==> config.mk <==
export PLATFORM = sky130hd
export DESIGN_NAME = bytespi_master
export DESIGN_NICKNAME = d
export VERILOG_FILES = /design/src/rtl/bsp_pkg.sv /design/src/rtl/bsp_fifo.sv /design/src/rtl/bsp_rate_gen.sv /design/src/rtl/bsp_shifter.sv /design/src/rtl/bytespi_master.sv
export SDC_FILE = /design/constraint.sdc
export NUM_CORES = 1
export LEC_CHECK = 0
export BUFFER_PORTS_ARGS = -buffer_cell sky130_fd_sc_hd__buf_2
export CELL_PAD_IN_SITES_DETAIL_PLACEMENT = 2
export CELL_PAD_IN_SITES_GLOBAL_PLACEMENT = 2
export CORE_MARGIN = 5
export CORE_UTILIZATION = 35
export CTS_CLUSTER_SIZE = 14
export DETAILED_ROUTE_END_ITERATION = 7
export GPL_TIMING_DRIVEN = 0
export PLACE_DENSITY_LB_ADDON = 0.1
export SLEW_MARGIN = 20
export SYNTH_ARGS = -nofsm -noshare
export SYNTH_HDL_FRONTEND = slang
export SYNTH_SLANG_ARGS = --single-unit
==> constraint.sdc <==
create_clock -name clk -period 3.29 [get_ports clk]
set_input_delay 0.658 -clock clk [delete_from_list [all_inputs] [get_ports clk]]
set_output_delay 0.658 -clock clk [all_outputs]
set_load 0.05 [all_outputs]
==> src/rtl/bsp_pkg.sv <==
`timescale 1ns/1ps
package bsp_pkg;

    localparam int BYTE_W   = 8;
    localparam int ADDR_W   = 3;
    localparam int CS_LINES = 4;
    localparam int MAX_LOG  = 11;
    localparam int LOG_W    = 4;

    localparam logic [ADDR_W-1:0] OFS_CTRL  = 3'd0;
    localparam logic [ADDR_W-1:0] OFS_STAT  = 3'd1;
    localparam logic [ADDR_W-1:0] OFS_DATA  = 3'd2;
    localparam logic [ADDR_W-1:0] OFS_EXT   = 3'd3;
    localparam logic [ADDR_W-1:0] OFS_PARAM = 3'd4;
    localparam logic [ADDR_W-1:0] OFS_CSEL  = 3'd5;
    localparam logic [ADDR_W-1:0] OFS_TIME  = 3'd6;

    localparam logic [BYTE_W-1:0] PARAM_RESET = 8'h40;

    typedef struct packed {
        logic       spare7;
        logic       enable;
        logic       spare5;
        logic       master;
        logic       cpol;
        logic       cpha;
        logic [1:0] rate_lo;
    } ctrl_t;

    typedef struct packed {
        logic       busy;
        logic [1:0] spare;
        logic       fault;
        logic       tx_empty;
        logic       tx_full;
        logic       rx_full;
        logic       rx_empty;
    } stat_t;

    typedef struct packed {
        logic [CS_LINES-1:0] level;
        logic [CS_LINES-1:0] enable;
    } csel_t;

    // Rate code to half-period exponent.
    function automatic logic [LOG_W-1:0] rate_to_log(input logic [3:0] code);
        logic [LOG_W-1:0] k;
        case (code)
            4'd0:    k = 4'd0;
            4'd1:    k = 4'd1;
            4'd2:    k = 4'd3;
            4'd3:    k = 4'd4;
            4'd4:    k = 4'd2;
            default: k = (code > 4'(MAX_LOG)) ? 4'(MAX_LOG) : code;
        endcase
        return k;
    endfunction

endpackage

==> src/rtl/bsp_fifo.sv <==
`timescale 1ns/1ps
module bsp_fifo #(
    parameter int WIDTH = 8,
    parameter int DEPTH = 4
) (
    input  logic             clk,
    input  logic             rst,
    input  logic             push,
    input  logic [WIDTH-1:0] push_data,
    input  logic             pop,
    output logic [WIDTH-1:0] head,
    output logic             full,
    output logic             empty
);
    localparam int PW = (DEPTH > 1) ? $clog2(DEPTH) : 1;
    localparam int CW = $clog2(DEPTH + 1);

    logic [WIDTH-1:0] mem [DEPTH];
    logic [PW-1:0]    wp, rp;
    logic [CW-1:0]    cnt;
    logic             do_push, do_pop;

    assign full    = (cnt == CW'(DEPTH));
    assign empty   = (cnt == '0);
    assign do_push = push && !full;
    assign do_pop  = pop && !empty;
    assign head    = mem[rp];

    function automatic logic [PW-1:0] nxt(input logic [PW-1:0] p);
        return (p == PW'(DEPTH - 1)) ? '0 : p + PW'(1);
    endfunction

    always_ff @(posedge clk) begin
        if (do_push) begin
            mem[wp] <= push_data;
        end
    end

    always_ff @(posedge clk) begin
        if (rst) begin
            wp  <= '0;
            rp  <= '0;
            cnt <= '0;
        end else begin
            if (do_push) wp <= nxt(wp);
            if (do_pop)  rp <= nxt(rp);
            case ({do_push, do_pop})
                2'b10:   cnt <= cnt + CW'(1);
                2'b01:   cnt <= cnt - CW'(1);
                default: cnt <= cnt;
            endcase
        end
    end

endmodule

==> src/rtl/bsp_rate_gen.sv <==
`timescale 1ns/1ps
module bsp_rate_gen
    import bsp_pkg::*;
#(
    parameter int LOG_MAX = MAX_LOG
) (
    input  logic             clk,
    input  logic             rst,
    input  logic             run,
    input  logic [LOG_W-1:0] log_half,
    output logic             tick
);
    localparam int CNTW = (LOG_MAX > 0) ? LOG_MAX : 1;

    logic [CNTW-1:0] cnt;
    logic [CNTW:0]   half_len;

    assign half_len = (CNTW+1)'(1) << log_half;
    assign tick     = run && ({1'b0, cnt} == half_len - (CNTW+1)'(1));

    always_ff @(posedge clk) begin
        if (rst || !run || tick) begin
            cnt <= '0;
        end else begin
            cnt <= cnt + CNTW'(1);
        end
    end

endmodule

==> src/rtl/bsp_shifter.sv <==
`timescale 1ns/1ps
module bsp_shifter #(
    parameter int DW = 8
) (
    input  logic          clk,
    input  logic          rst,
    input  logic          start,
    input  logic [DW-1:0] tx_byte,
    input  logic          cpha,
    input  logic          tick,
    input  logic          miso,
    output logic          busy,
    output logic          lvl,
    output logic          mosi,
    output logic          done,
    output logic [DW-1:0] rx_byte
);
    localparam int EDGES = 2 * DW;
    localparam int EW    = $clog2(EDGES);

    logic [DW-1:0] sh;
    logic [EW-1:0] ecnt;
    logic          samp;
    logic          lead, last;

    assign lead = ~ecnt[0];
    assign last = (ecnt == EW'(EDGES - 1));
    assign mosi = sh[DW-1];

    always_ff @(posedge clk) begin
        if (rst) begin
            busy    <= 1'b0;
            lvl     <= 1'b0;
            ecnt    <= '0;
            sh      <= '0;
            samp    <= 1'b0;
            done    <= 1'b0;
            rx_byte <= '0;
        end else begin
            done <= 1'b0;
            if (!busy) begin
                if (start) begin
                    busy <= 1'b1;
                    sh   <= tx_byte;
                    ecnt <= '0;
                    lvl  <= 1'b0;
                end
            end else if (tick) begin
                lvl  <= ~lvl;
                ecnt <= ecnt + EW'(1);
                if (lead) begin
                    if (!cpha) begin
                        samp <= miso;
                    end else if (ecnt != '0) begin
                        sh <= {sh[DW-2:0], samp};
                    end
                end else begin
                    if (!cpha) begin
                        sh <= {sh[DW-2:0], samp};
                    end else begin
                        samp <= miso;
                    end
                    if (last) begin
                        busy    <= 1'b0;
                        done    <= 1'b1;
                        rx_byte <= cpha ? {sh[DW-2:0], miso} : {sh[DW-2:0], samp};
                    end
                end
            end
        end
    end

endmodule

==> src/rtl/bytespi_master.sv <==
`timescale 1ns/1ps
module bytespi_master
    import bsp_pkg::*;
#(
    parameter int TX_DEPTH = 4,
    parameter int RX_DEPTH = 4
) (
    input  logic                clk,
    input  logic                rst,
    input  logic                reg_wr,
    input  logic                reg_rd,
    input  logic [ADDR_W-1:0]   reg_addr,
    input  logic [BYTE_W-1:0]   reg_wdata,
    output logic [BYTE_W-1:0]   reg_rdata,
    input  logic                peer_sel_n,
    input  logic                miso,
    output logic                sck,
    output logic                mosi,
    output logic [CS_LINES-1:0] cs_n,
    output logic                irq
);
    ctrl_t             ctrl_q;
    csel_t             csel_q;
    logic [BYTE_W-1:0] ext_q, param_q, time_q;
    logic              fault_q;

    logic              tx_full, tx_empty, rx_full, rx_empty;
    logic [BYTE_W-1:0] tx_head, rx_head, rx_new;
    logic              eng_busy, eng_done, eng_lvl, eng_start, tick;
    logic              tx_push, rx_pop, fault_set, fault_clr;
    logic [LOG_W-1:0]  half_log;
    stat_t             stat_w;

    assign tx_push   = reg_wr && (reg_addr == OFS_DATA);
    assign rx_pop    = reg_rd && (reg_addr == OFS_DATA);
    assign fault_set = ctrl_q.enable && ctrl_q.master && !peer_sel_n;
    assign fault_clr = reg_wr && (reg_addr == OFS_STAT) && reg_wdata[4];
    assign eng_start = !eng_busy && !eng_done && ctrl_q.enable && ctrl_q.master
                       && !fault_q && !tx_empty && !rx_full;
    assign half_log  = rate_to_log({ext_q[1:0], ctrl_q.rate_lo});

    always_ff @(posedge clk) begin
        if (rst) begin
            ctrl_q  <= '0;
            ext_q   <= '0;
            param_q <= PARAM_RESET;
            csel_q  <= '0;
            time_q  <= '0;
            fault_q <= 1'b0;
        end else begin
            if (reg_wr) begin
                case (reg_addr)
                    OFS_CTRL:  ctrl_q  <= ctrl_t'(reg_wdata);
                    OFS_EXT:   ext_q   <= reg_wdata;
                    OFS_PARAM: param_q <= reg_wdata;
                    OFS_CSEL:  csel_q  <= csel_t'(reg_wdata);
                    OFS_TIME:  time_q  <= reg_wdata;
                    default:   ;
                endcase
            end
            fault_q <= fault_set || (fault_q && !fault_clr);
        end
    end

    bsp_fifo #(.WIDTH(BYTE_W), .DEPTH(TX_DEPTH)) tx_q_i (
        .clk(clk), .rst(rst), .push(tx_push), .push_data(reg_wdata),
        .pop(eng_start), .head(tx_head), .full(tx_full), .empty(tx_empty)
    );

    bsp_fifo #(.WIDTH(BYTE_W), .DEPTH(RX_DEPTH)) rx_q_i (
        .clk(clk), .rst(rst), .push(eng_done), .push_data(rx_new),
        .pop(rx_pop), .head(rx_head), .full(rx_full), .empty(rx_empty)
    );

    bsp_rate_gen #(.LOG_MAX(MAX_LOG)) rate_i (
        .clk(clk), .rst(rst), .run(eng_busy), .log_half(half_log), .tick(tick)
    );

    bsp_shifter #(.DW(BYTE_W)) shift_i (
        .clk(clk), .rst(rst), .start(eng_start), .tx_byte(tx_head),
        .cpha(ctrl_q.cpha), .tick(tick), .miso(miso), .busy(eng_busy),
        .lvl(eng_lvl), .mosi(mosi), .done(eng_done), .rx_byte(rx_new)
    );

    assign sck = ctrl_q.cpol ^ eng_lvl;
    assign irq = fault_q;

    generate
        for (genvar n = 0; n < CS_LINES; n++) begin : g_cs
            assign cs_n[n] = csel_q.enable[n] ? csel_q.level[n] : 1'b1;
        end
    endgenerate

    always_comb begin
        stat_w          = '0;
        stat_w.busy     = eng_busy;
        stat_w.fault    = fault_q;
        stat_w.tx_empty = tx_empty;
        stat_w.tx_full  = tx_full;
        stat_w.rx_full  = rx_full;
        stat_w.rx_empty = rx_empty;
    end

    always_comb begin
        case (reg_addr)
            OFS_CTRL:  reg_rdata = ctrl_q;
            OFS_STAT:  reg_rdata = stat_w;
            OFS_DATA:  reg_rdata = rx_empty ? '0 : rx_head;
            OFS_EXT:   reg_rdata = ext_q;
            OFS_PARAM: reg_rdata = param_q;
            OFS_CSEL:  reg_rdata = csel_q;
            OFS_TIME:  reg_rdata = time_q;
            default:   reg_rdata = '0;
        endcase
    end

endmodule

==> results of run 1 <==
## how the worst min path moves through the flow
stage,from,end,slack [ns]
4_1_cts,param_q[1]$_SDFFE_PP0P_,param_q[1]$_SDFFE_PP0P_,0.46
5_1_grt,param_q[3]$_SDFFE_PP0P_,param_q[3]$_SDFFE_PP0P_,0.48
6_report,param_q[1]$_SDFFE_PP0P_,param_q[1]$_SDFFE_PP0P_,0.46
2_1_floorplan,param_q[0]$_SDFFE_PP0P_,param_q[0]$_SDFFE_PP0P_,0.43
3_5_place_dp,param_q[1]$_SDFFE_PP0P_,param_q[1]$_SDFFE_PP0P_,0.45
3_3_place_gp,param_q[2]$_SDFFE_PP0P_,param_q[2]$_SDFFE_PP0P_,0.44
## sequential cells by signal, summed over array words and instances (netlist names), 2 cells and up, named ones only
signal / count
param_q: 8
rate_i.cnt: 11
tx_q_i.wp: 2
ext_q: 8
tx_q_i.mem: 32
shift_i.ecnt: 4
shift_i.sh: 8
shift_i.rx_byte: 8
tx_q_i.rp: 2
time_q: 8
ctrl_q: 8
rx_q_i.rp: 2
rx_q_i.cnt: 3
rx_q_i.wp: 2
rx_q_i.mem: 32
tx_q_i.cnt: 3
csel_q: 8
## cell usage after synthesis (12+ instances only)
cell type / n / area (sq um)
edfxtp_1: 64 / 1920
ha_1: 18 / 225
xor2_1: 12 / 105
nand3_1: 15 / 75.1
mux2i_1: 22 / 220
clkbuf_1: 27 / 101
nand2_1: 132 / 495
mux4_2: 16 / 360
a21oi_1: 72 / 360
nand2b_1: 15 / 93.8
inv_1: 21 / 78.8
nor2_1: 67 / 251
dfxtp_1: 94 / 1880
## logic make-up after synthesis
family          synth area share
xor+xnor                  0.0237
flops                      0.515
buf+inv                   0.0384
fa+ha+maj                 0.0372
simple gates               0.188
compound gates             0.115
mux                       0.0831
## timing repair
action                                  CTS  global route
endpoints found under the setup margin   42            41
gates resized for setup                  28            25
setup buffers                             2             2
pin swaps                                 5             6
## area by class of cell
| cell class | instances | area [sq um] |
|---|---|---|
| clock buffers | 17 | 425 |
| flip-flops and latches | 158 | 3810 |
| fillers | 2217 | 12200 |
| multi-input cells | 517 | 3460 |
| clock inverters | 15 | 165 |
| repair buffers | 33 | 175 |
| well taps | 275 | 344 |
| inverters | 21 | 78.8 |
| plain buffers | 44 | 249 |
## per-stage QoR
stage	hold slack [ns]	setup TNS (ns)	total power, mW
5_1_grt	0.485	-0.0702	4.47
4_1_cts	0.462	0	4.33
2_1_floorplan	0.432	0	2.25
3_3_place_gp	0.440	-20.87	2.35
3_5_place_dp	0.452	-26.40	2.36
6_report	0.461	0	4.31
## power groups by stage
| stage | Clock [mW] | Combinational (mW) | Sequential [mW] |
|---|---|---|---|
| floorplan | 0 | 0.162 | 2.09 |
| global placement | 0 | 0.255 | 2.09 |
| detailed placement | 0 | 0.265 | 2.10 |
| CTS | 2.00 | 0.282 | 2.05 |
| global route | 2.10 | 0.317 | 2.05 |
| finish | 1.96 | 0.296 | 2.05 |
## critical path: cells and delay by family, from the launching register on
kind,cells,cell delay [ns]
and+or+nand+nor,5,1.42
adders and majority gates,1,0.24
buffers and inverters,3,0.46
AOI/OAI and AO/OA,3,0.62
DFF,1,0.34
## routing by layer
layer / vias to the layer above / part of all wire
li1: 2750 / -
met1: 3027 / 0.44
met2: 100 / 0.50
met3: 25 / 0.037
met4: 2 / 0.014
met5: - / 0.00058
==> summary.txt, run 1 <==
Status
  • Status: finished clean

Power
  • Sequential share of power: 0.476
  • Pwr Density: 495 nW/um^2
  • Switch share: 0.270
  • Combinational share of power: 0.069
  • Clk pwr share: 0.455
  • Static leakage: 3.03 nW
  • P_sw: 1.17 mW
  • Internal power: 3.14 mW
  • Max VDD drop: 0.000237 V

Global routing
  • Largest net degree at the start of global routing: 19
  • Initial antenna violation count: 1
  • Global Route met1 Usage: 0.268
  • Most Crowded Layer GR: met2
  • Global-route wire length before repair: 37700 um
  • GR Util All Layers: 0.204
  • Met2 Use GR: 0.347
  • Vias in the first global route: 6375
  • GRT overflow: 0
  • Met3 Resource Use GR: 0.0387

Critical path
  • Slowest cell on the critical path: or4b_4
  • Reg2reg end: shift_i.sh[6]$_SDFFE_PP0P_
  • Startpoint Class: register
  • CP dominant cell by count: buf_6
  • Worst setup EP type: register
  • Worst setup path endpoint: shift_i.sh[6]$_SDFFE_PP0P_
  • Reg2reg start: ext_q[1]$_SDFFE_PP0P_
  • Flop-to-flop setup slack: 0.13 ns
  • CP arrival: 3.53 ns
  • CP Cell Sequence: buf_6 > buf_6 > nor2_4 > nand3b_1 > ha_4 > nor4_4 > o21ai_1 > a311o_1 > or3_4 > or4b_4 > buf_6 > a21oi_1
  • Crit Path Max Fanout: 10
  • Worst Path Required: 3.65 ns
  • R2R depth: 12
  • CP Launch Point: ext_q[1]$_SDFFE_PP0P_
  • Crit Path Category: register to register
  • Slowest Stage Delay on Critical Path: 0.54 ns

Place
  • Post-placement cell count: 1047
  • Placed inst area: 7890 sq um
  • GPL Wtd Cong: 0.825
  • Place WS: -1.03 ns
  • Port bufs: 29
  • Hpwl dp: 17600 um

Cells and area
  • Final nets: 829
  • Area Overhead vs Synth: 17.8%
  • Most frequent cells in the layout: nand2_1 (131), dfxtp_1 (91), a21oi_1 (67)
  • Post-Layout Cell Count: 1080
  • Most common cell after layout, fill and taps aside: nand2_1
  • Final Cell Area: 8710 sq um
  • Ant diodes: 0
  • Util after Layout: 0.417
  • Layout cells sized above 1: 0.160

Floorplan
  • CORE AREA: 20900 sq um
  • DIE WIDTH: 155 um
  • I/O pin cnt: 32
  • Std-Cell Rows: 53
  • Total Die Area: 24100 sq um
  • Die H: 155 um
  • Starting Density: 0.354

CTS
  • CTS clk-pin slew, worst paths: 0.07 ns
  • Clock root cell: clkbuf_16
  • CTS H-tree lvls: 4
  • Clk_lat worst skew: 0.43 ns
  • CTS tree: done
  • CTS Sinks: 158
  • Num CTS Buffers: 17
  • Clock tree buffer depth: 2
  • Hold-fix buffers at CTS: 0

Synth
  • Syn avg cell area: 9.95 sq um
  • Sequential area share after synthesis: 0.515
  • Mapped Cells: 743
  • Synthesized flop and latch total: 158
  • Post-Syn Area: 7390 sq um
  • Synth cell types: 62
  • Number of synthesized flops with an enable pin: 64
  • Synth Warn #: 0
  • Syn Nets: 780
  • Post-synth top flop: dfxtp_1
  • Post-synth ARST share: 0

STA
  • Slew HR: 0.248
  • Worst Max-Slew Pin Slew: 1.12 ns
  • Final setup fails: 0
  • Max frequency: 0.316 GHz
  • Hold Violations, Final: 0
  • PnR worst setup slack: 0.125 ns
  • Min Tclk post-route: 3.16 ns
  • Final Cycle Share: 0.962
  • Clock skew: 0.00831 ns
  • Max Slew Vio Count: 0

Min path
  • Hold path cells: 2
  • Worst Hold Class: register to register

Drt
  • DRT iter0 DRCs: 333
  • Vias: 5904
  • Drt total wl: 24100 um
  • Vias per cell: 5.47
  • WL/cell: 22.3 um
  • DRC: 0
  • Pre-antenna DRT Iters: 4
  • Final ANT Viol Nets: 0

Flow run
  • Number of max-cap violations: 0
Power figures use the tool's default switching activity.
==> inputs of run 2 (changes only) <==
==> constraint.sdc (replaced) <==
create_clock -name clk -period 2.6 [get_ports clk]
set_input_delay 0.52 -clock clk [delete_from_list [all_inputs] [get_ports clk]]
set_output_delay 0.52 -clock clk [all_outputs]
set_load 0.05 [all_outputs]
==> run 2 against run 1 <==
The run now ends with setup timing left. Via count grew 1.2%. Count of clock-buffer cells in the layout is the same. Register-to-register slack lost 0.55 ns. Critical endpoint is now rate_i.cnt[5]$_SDFF_PP0_. Combinational power increased by 55%. Clock power is 28% higher. Final cell count increased by 1.4%. Global-route usage up 1.2 points. Largest power group unchanged. Maximum frequency up 4.5%. Worst setup slack lost 0.55 ns. Non-clock buffer count is 15 higher. Clock skew is 0.00088 ns higher.
==> summary.txt, run 2 (synthesis gave the netlist of run 1 again) <==
Status
  • Status: finished, violations left
  • Failing checks: setup timing

Critical path
  • CP arrival: 3.36 ns
  • Slowest Stage Delay on Critical Path: 0.46 ns
  • Reg2reg start: ext_q[0]$_SDFFE_PP0P_
  • Crit path max-delay family: simple AND/OR/NAND/NOR gates
  • Slowest cell on the critical path: or3_4
  • Startpoint Class: register
  • CP Cell Sequence: buf_6 > buf_6 > nor2_4 > nand3b_1 > ha_4 > nor4_4 > o21ai_2 > a311o_1 > or3_4 > buf_12 > o311ai_4 > buf_6 > buf_8 > nor2_2
  • Reg2reg end: rate_i.cnt[5]$_SDFF_PP0_
  • Crit Path Category: register to register
  • Flop-to-flop setup slack: -0.43 ns
  • CP dominant cell by count: buf_6
  • Crit Path Max Fanout: 10
  • Worst setup EP type: register
  • Worst Path Required: 2.93 ns
  • Worst Path Buf+Inv: 5
  • R2R depth: 14

Min path
  • Worst Hold Class: input port to register
  • Hold Path Origin: miso
  • End of the worst hold path: shift_i.samp$_SDFFE_PP0P_
  • Hold path cells: 3

Place
  • Hpwl dp: 17900 um
  • Placed inst area: 8000 sq um
  • Post-placement cell count: 1047
  • Place WS: -1.21 ns
  • GPL Wtd Cong: 0.823
  • Port bufs: 29

STA
  • Clock skew: 0.00918 ns
  • Slew HR: 0.351
  • Final setup fails: 35
  • Final Cycle Share: 1.16
  • Max Slew Vio Count: 0
  • Hold WS: 0.388 ns
  • Min Tclk post-route: 3.03 ns
  • PnR worst setup slack: -0.428 ns
  • Hold Violations, Final: 0
  • Max frequency: 0.330 GHz
  • RSZ-0062 raised after global routing: true
  • Worst Max-Slew Pin Slew: 0.966 ns

Cells and area
  • Filler cell count: 2211
  • Post-Layout Cell Count: 1095
  • Final nets: 844
  • Most common cell after layout, fill and taps aside: nand2_1
  • Regs by FF count: rx_q_i.mem (32), tx_q_i.mem (32), rate_i.cnt (11)
  • Final Cell Area: 9090 sq um
  • Layout cells sized above 1: 0.221
  • Most frequent cells in the layout: nand2_1 (130), dfxtp_1 (87), a21oi_1 (69)
  • Area Overhead vs Synth: 23.0%
  • Ant diodes: 0

Drt
  • WL met3: 621 um
  • Pre-antenna DRT Iters: 5
  • Met1 WL: 11600 um
  • Drt total wl: 25300 um
  • Final ANT Viol Nets: 0
  • Top Metal Used: met4
  • Vias: 5973
  • DRT iter0 DRCs: 299
  • WL met2: 12800 um
  • WL/cell: 23.1 um
  • Vias per cell: 5.45
  • DRC: 0

Power
  • Static leakage: 3.16 nW
  • Clk pwr share: 0.450
  • Pwr Density: 610 nW/um^2
  • Combinational share of power: 0.082
  • Switch share: 0.275
  • Max VDD drop: 0.000380 V
  • P_sw: 1.52 mW
  • Sequential share of power: 0.467
  • Internal power: 4.02 mW

Global routing
  • Initial antenna violation count: 0
  • Global-route wire length before repair: 39700 um
  • GRT overflow: 0
  • Vias in the first global route: 6595
  • GR Util All Layers: 0.216
  • Largest net degree at the start of global routing: 19

CTS
  • CTS clk-pin slew, worst paths: 0.07 ns
  • Hold-fix buffers at CTS: 0
  • CTS tree: done
  • Clock root cell: clkbuf_16
  • Clock tree buffer depth: 2
  • Clk_lat worst skew: 0.43 ns
  • CTS Sinks: 158
  • CTS H-tree lvls: 4
  • Num CTS Buffers: 17

Floorplan
  • Starting Density: 0.354
  • Std-Cell Rows: 53
  • I/O pin cnt: 32
  • CORE AREA: 20900 sq um
  • Total Die Area: 24100 sq um
  • DIE WIDTH: 155 um
  • Die H: 155 um

Flow run
  • Number of max-cap violations: 0
run 2: cell count changes in the layout (fill, tap and decap cells not counted), sizes merged:
cell | before | now
buf | 48 | 66
inv | 29 | 32
clkbuf | 46 | 43
clkinv | 4 | 1
run 2: power by group through the flow:
stage | sequential, mW | combinational (mW) | clock [mW]
after floorplan | 2.65 | 0.224 | 0
after CTS | 2.59 | 0.421 | 2.54
final | 2.59 | 0.458 | 2.50
after global routing | 2.59 | 0.490 | 2.69
after detailed placement | 2.65 | 0.356 | 0
after global placement | 2.65 | 0.343 | 0
run 2: area by class of cell:
| class | instances | area, sq um | area share |
|---|---|---|---|
| Clock buffer | 17 | 425 | 0.0468 |
| Buffer | 41 | 300 | 0.0330 |
| Clock inverter | 15 | 155 | 0.0171 |
| Sequential cell | 158 | 3820 | 0.420 |
| Timing Repair Buffer | 51 | 345 | 0.0380 |
| Tap cell | 275 | 344 | 0.0378 |
| Inverter | 21 | 78.8 | 0.00867 |
| Multi-Input combinational cell | 517 | 3620 | 0.398 |
run 2: metal layers:
layer | global-route usage | vias up
met4 | 0.0454 | 0
met1 | 0.285 | 3070
met3 | 0.0373 | 27
li1 | - | 2785
met2 | 0.374 | 91
met5 | 0 | -
run 2: what timing repair did:
item,CTS,global route
gates resized for setup,56,46
gates cloned,1,1
pin swaps,17,12
endpoints found under the setup margin,45,41
setup buffers,13,7
run 2: worst max path at each step:
stage,end,cells after the start,startpoint
3_3_place_gp,rate_i.cnt[8]$_SDFF_PP0_,12,ctrl_q[0]$_SDFFE_PP0P_
3_5_place_dp,rate_i.cnt[5]$_SDFF_PP0_,12,ctrl_q[0]$_SDFFE_PP0P_
4_1_cts,shift_i.sh[4]$_SDFFE_PP0P_,10,ctrl_q[0]$_SDFFE_PP0P_
2_1_floorplan,shift_i.sh[0]$_SDFFE_PP0P_,13,ext_q[1]$_SDFFE_PP0P_
5_1_grt,rate_i.cnt[8]$_SDFF_PP0_,13,ext_q[1]$_SDFFE_PP0P_
6_report,rate_i.cnt[5]$_SDFF_PP0_,14,ext_q[0]$_SDFFE_PP0P_
run 2: worst min-delay path, stage by stage:
cell     delay [ns]
buf_2          0.12
nand2_1        0.06
mux2i_1        0.07
run 2: stage by stage:
stage                     total power [mW]  setup TNS [ns]   util
after floorplan                       2.87           -6.88      -
after global placement                2.99          -42.23  0.383
after detailed placement              3.01          -49.86  0.383
after CTS                             5.56          -13.08  0.426
after global routing                  5.77          -16.35  0.435
final                                 5.55          -12.87  0.435
==> inputs of run 3 (changes only) <==
--- a/config.mk
+++ b/config.mk
@@ -5,11 +5,12 @@
 export SDC_FILE = /design/constraint.sdc
 export NUM_CORES = 1
 export LEC_CHECK = 0
+export ABC_AREA = 1
 export BUFFER_PORTS_ARGS = -buffer_cell sky130_fd_sc_hd__buf_2
 export CELL_PAD_IN_SITES_DETAIL_PLACEMENT = 2
 export CELL_PAD_IN_SITES_GLOBAL_PLACEMENT = 2
 export CORE_MARGIN = 5
-export CORE_UTILIZATION = 35
+export CORE_UTILIZATION = 34
 export CTS_CLUSTER_SIZE = 14
 export DETAILED_ROUTE_END_ITERATION = 7
 export GPL_TIMING_DRIVEN = 0
==> run 3 against run 2 <==
The run now ends clean. Total power shrank 4.1%. Worst setup slack gained 0.48 ns. Clock power decreased by 5%. Largest cell class unchanged. Highest routed layer unchanged. Core utilization fell by 1.3 points. Global-route usage down 1.4 points. Clock skew up 0.00086 ns. Sequential power hardly changed. Non-clock buffer count is 19 lower. Critical path type is now input port to primary output.
==> summary.txt, run 3 <==
STA
  • PnR worst setup slack: 0.0551 ns
  • Final Cycle Share: 0.979
  • Setup TNS: 0 ns
  • Max Slew Vio Count: 0
  • Min Tclk post-route: 2.54 ns
  • Hold Violations, Final: 0
  • Worst Max-Slew Pin Slew: 0.886 ns
  • Max frequency: 0.393 GHz
  • Final setup fails: 0
  • Hold WS: 0.392 ns
  • Clock skew: 0.0100 ns
  • Slew HR: 0.407

Synth
  • Syn Nets: 853
  • Largest family of logic cells by synthesized area: simple AND/OR/NAND/NOR gates
  • Sequential area share after synthesis: 0.537
  • Post-synth ARST share: 0
  • Synth top area cells: edfxtp_1 (27%), dfxtp_1 (27%), nand2_1 (7.6%)
  • Post-synthesis mux area share: 0
  • Synth Area in XOR/XNOR: 0.00866
  • Most common cell in the netlist: nand2_1
  • Synth top cells by count: nand2_1 (143), dfxtp_1 (94), inv_1 (93)
  • Share of the synthesized area in the top cell type: 0.272
  • Compound-Gate Fraction of Synth Area: 0.148
  • Synth cell types: 42
  • Post-Syn Area: 7080 sq um
  • Synth Warn #: 0
  • Synth Area in Adders: 0.0375
  • Syn avg cell area: 8.67 sq um
  • Simple-Gate Fraction of Synth Area: 0.196
  • Number of synthesized flops with an enable pin: 64
  • Yosys top cell by area: edfxtp_1
  • Post-synth top flop: dfxtp_1
  • Synthesized flop and latch total: 158
  • Mapped Cells: 816

Floorplan
  • I/O pin cnt: 32
  • Std-Cell Rows: 52
  • Total Die Area: 23800 sq um
  • CORE AREA: 20400 sq um
  • DIE WIDTH: 154 um
  • Die H: 154 um
  • Starting Density: 0.348

Cells and area
  • Final nets: 915
  • Util after Layout: 0.422
  • Final Cell Area: 8590 sq um
  • Post-Layout Cell Count: 1160
  • Filler cell count: 2249
  • Most common cell after layout, fill and taps aside: nand2_1
  • Ant diodes: 0
  • Regs by FF count: rx_q_i.mem (32), tx_q_i.mem (32), rate_i.cnt (11)
  • Area Overhead vs Synth: 21.4%
  • Most frequent cells in the layout: nand2_1 (138), dfxtp_1 (90), inv_1 (89)
  • Layout cells sized above 1: 0.169

CTS
  • Clock tree buffer depth: 2
  • CTS clk-pin slew, worst paths: 0.07 ns
  • Num CTS Buffers: 17
  • CTS tree: done
  • Clk_lat worst skew: 0.43 ns
  • Hold-fix buffers at CTS: 0
  • Clock root cell: clkbuf_16
  • CTS H-tree lvls: 4
  • CTS Sinks: 158

Drt
  • Pre-antenna DRT Iters: 5
  • WL/cell: 20.7 um
  • Vias: 6018
  • Vias per cell: 5.19
  • DRC: 0
  • DRT iter0 DRCs: 186
  • Drt total wl: 24000 um
  • Final ANT Viol Nets: 0

Place
  • Hpwl dp: 17300 um
  • Port bufs: 29
  • GPL Wtd Cong: 0.829
  • Placed inst area: 7560 sq um
  • Post-placement cell count: 1115
  • Place WS: -0.678 ns

Critical path
  • Startpoint Class: input port
  • Worst Path Required: 2.08 ns
  • Crit Path Category: input port to primary output
  • Slowest cell on the critical path: a221oi_1
  • CP Cell Sequence: buf_2 > inv_1 > nor3_4 > inv_2 > o22ai_1 > a221oi_1 > o2111ai_1 > buf_4
  • Worst setup EP type: primary output
  • Slowest Stage Delay on Critical Path: 0.30 ns
  • Crit Path Max Fanout: 7
  • CP arrival: 2.02 ns

Global routing
  • Initial antenna violation count: 0
  • Largest net degree at the start of global routing: 17
  • Global-route wire length before repair: 37000 um
  • GRT overflow: 0
  • GR Util All Layers: 0.202
  • Vias in the first global route: 6620

Power
  • Max VDD drop: 0.000427 V
  • Pwr Total: 5.32 mW
  • Pwr Density: 619 nW/um^2
  • Static leakage: 3.08 nW

Min path
  • Worst Hold Class: input port to register

Status
  • Status: finished clean

Flow run
  • Number of max-cap violations: 0
-- run 3: power breakdown --
group / internal (mW) / leakage, nW / total (mW) / switching (mW)
clock network: 1.31 / 0.255 / 2.38 / 1.07
logic: 0.0956 / 1.55 / 0.336 / 0.240
registers: 2.59 / 1.27 / 2.60 / 0.0136
total: 4.00 / 3.08 / 5.32 / 1.32
-- run 3: layer usage --
metal  up-vias  share of wire  track usage
met1      3022           0.43        0.246
met4         0          0.027       0.0782
li1       2880              -            -
met3        38          0.031       0.0313
met2        78           0.51        0.359
met5         -              0            0
-- run 3: layout make-up --
cell class	count	area [sq um]	share of cell area
sequential	158	3810	0.444
tap	270	338	0.0393
buffer	29	166	0.0194
inverter	101	385	0.0448
multi-input combinational	527	3040	0.354
clock inverter	13	119	0.0138
clock buffer	18	429	0.0499
timing repair buffer	44	298	0.0347
-- run 3: worst paths after layout --
kind,from,end,slack (ns),cells past startpoint
max,reg_addr[0],reg_rdata[3],0.06,8
min,peer_sel_n,irq$_SDFF_PP0_,0.39,3
max reg2reg,ctrl_q[0]$_SDFFE_PP0P_,shift_i.sh[6]$_SDFFE_PP0P_,0.14,19
min reg2reg,rate_i.cnt[0]$_SDFF_PP0_,rate_i.cnt[0]$_SDFF_PP0_,0.46,1
-- run 3: worst max-delay path: cells and delay by family --
family / cells / cell delay [ns]
compound gates: 3 / 0.66
buf+inv: 4 / 0.74
simple gates: 1 / 0.09
-- run 3: kinds of logic (layout without fill, tap and decap cells) --
logic type / after synthesis / after routing
fa+ha+maj: 20 / 20
buf+inv: 131 / 205
flops: 158 / 158
compound gates: 183 / 183
simple gates: 317 / 317
xor+xnor: 7 / 7
-- run 3: repair_timing --
item	4_1_cts	5_1_grt
resized for setup	44	50
pin swaps	7	7
endpoints found under the hold margin	0	0
setup buffers	2	12
setup endpoints to repair	18	43
gates cloned	0	1
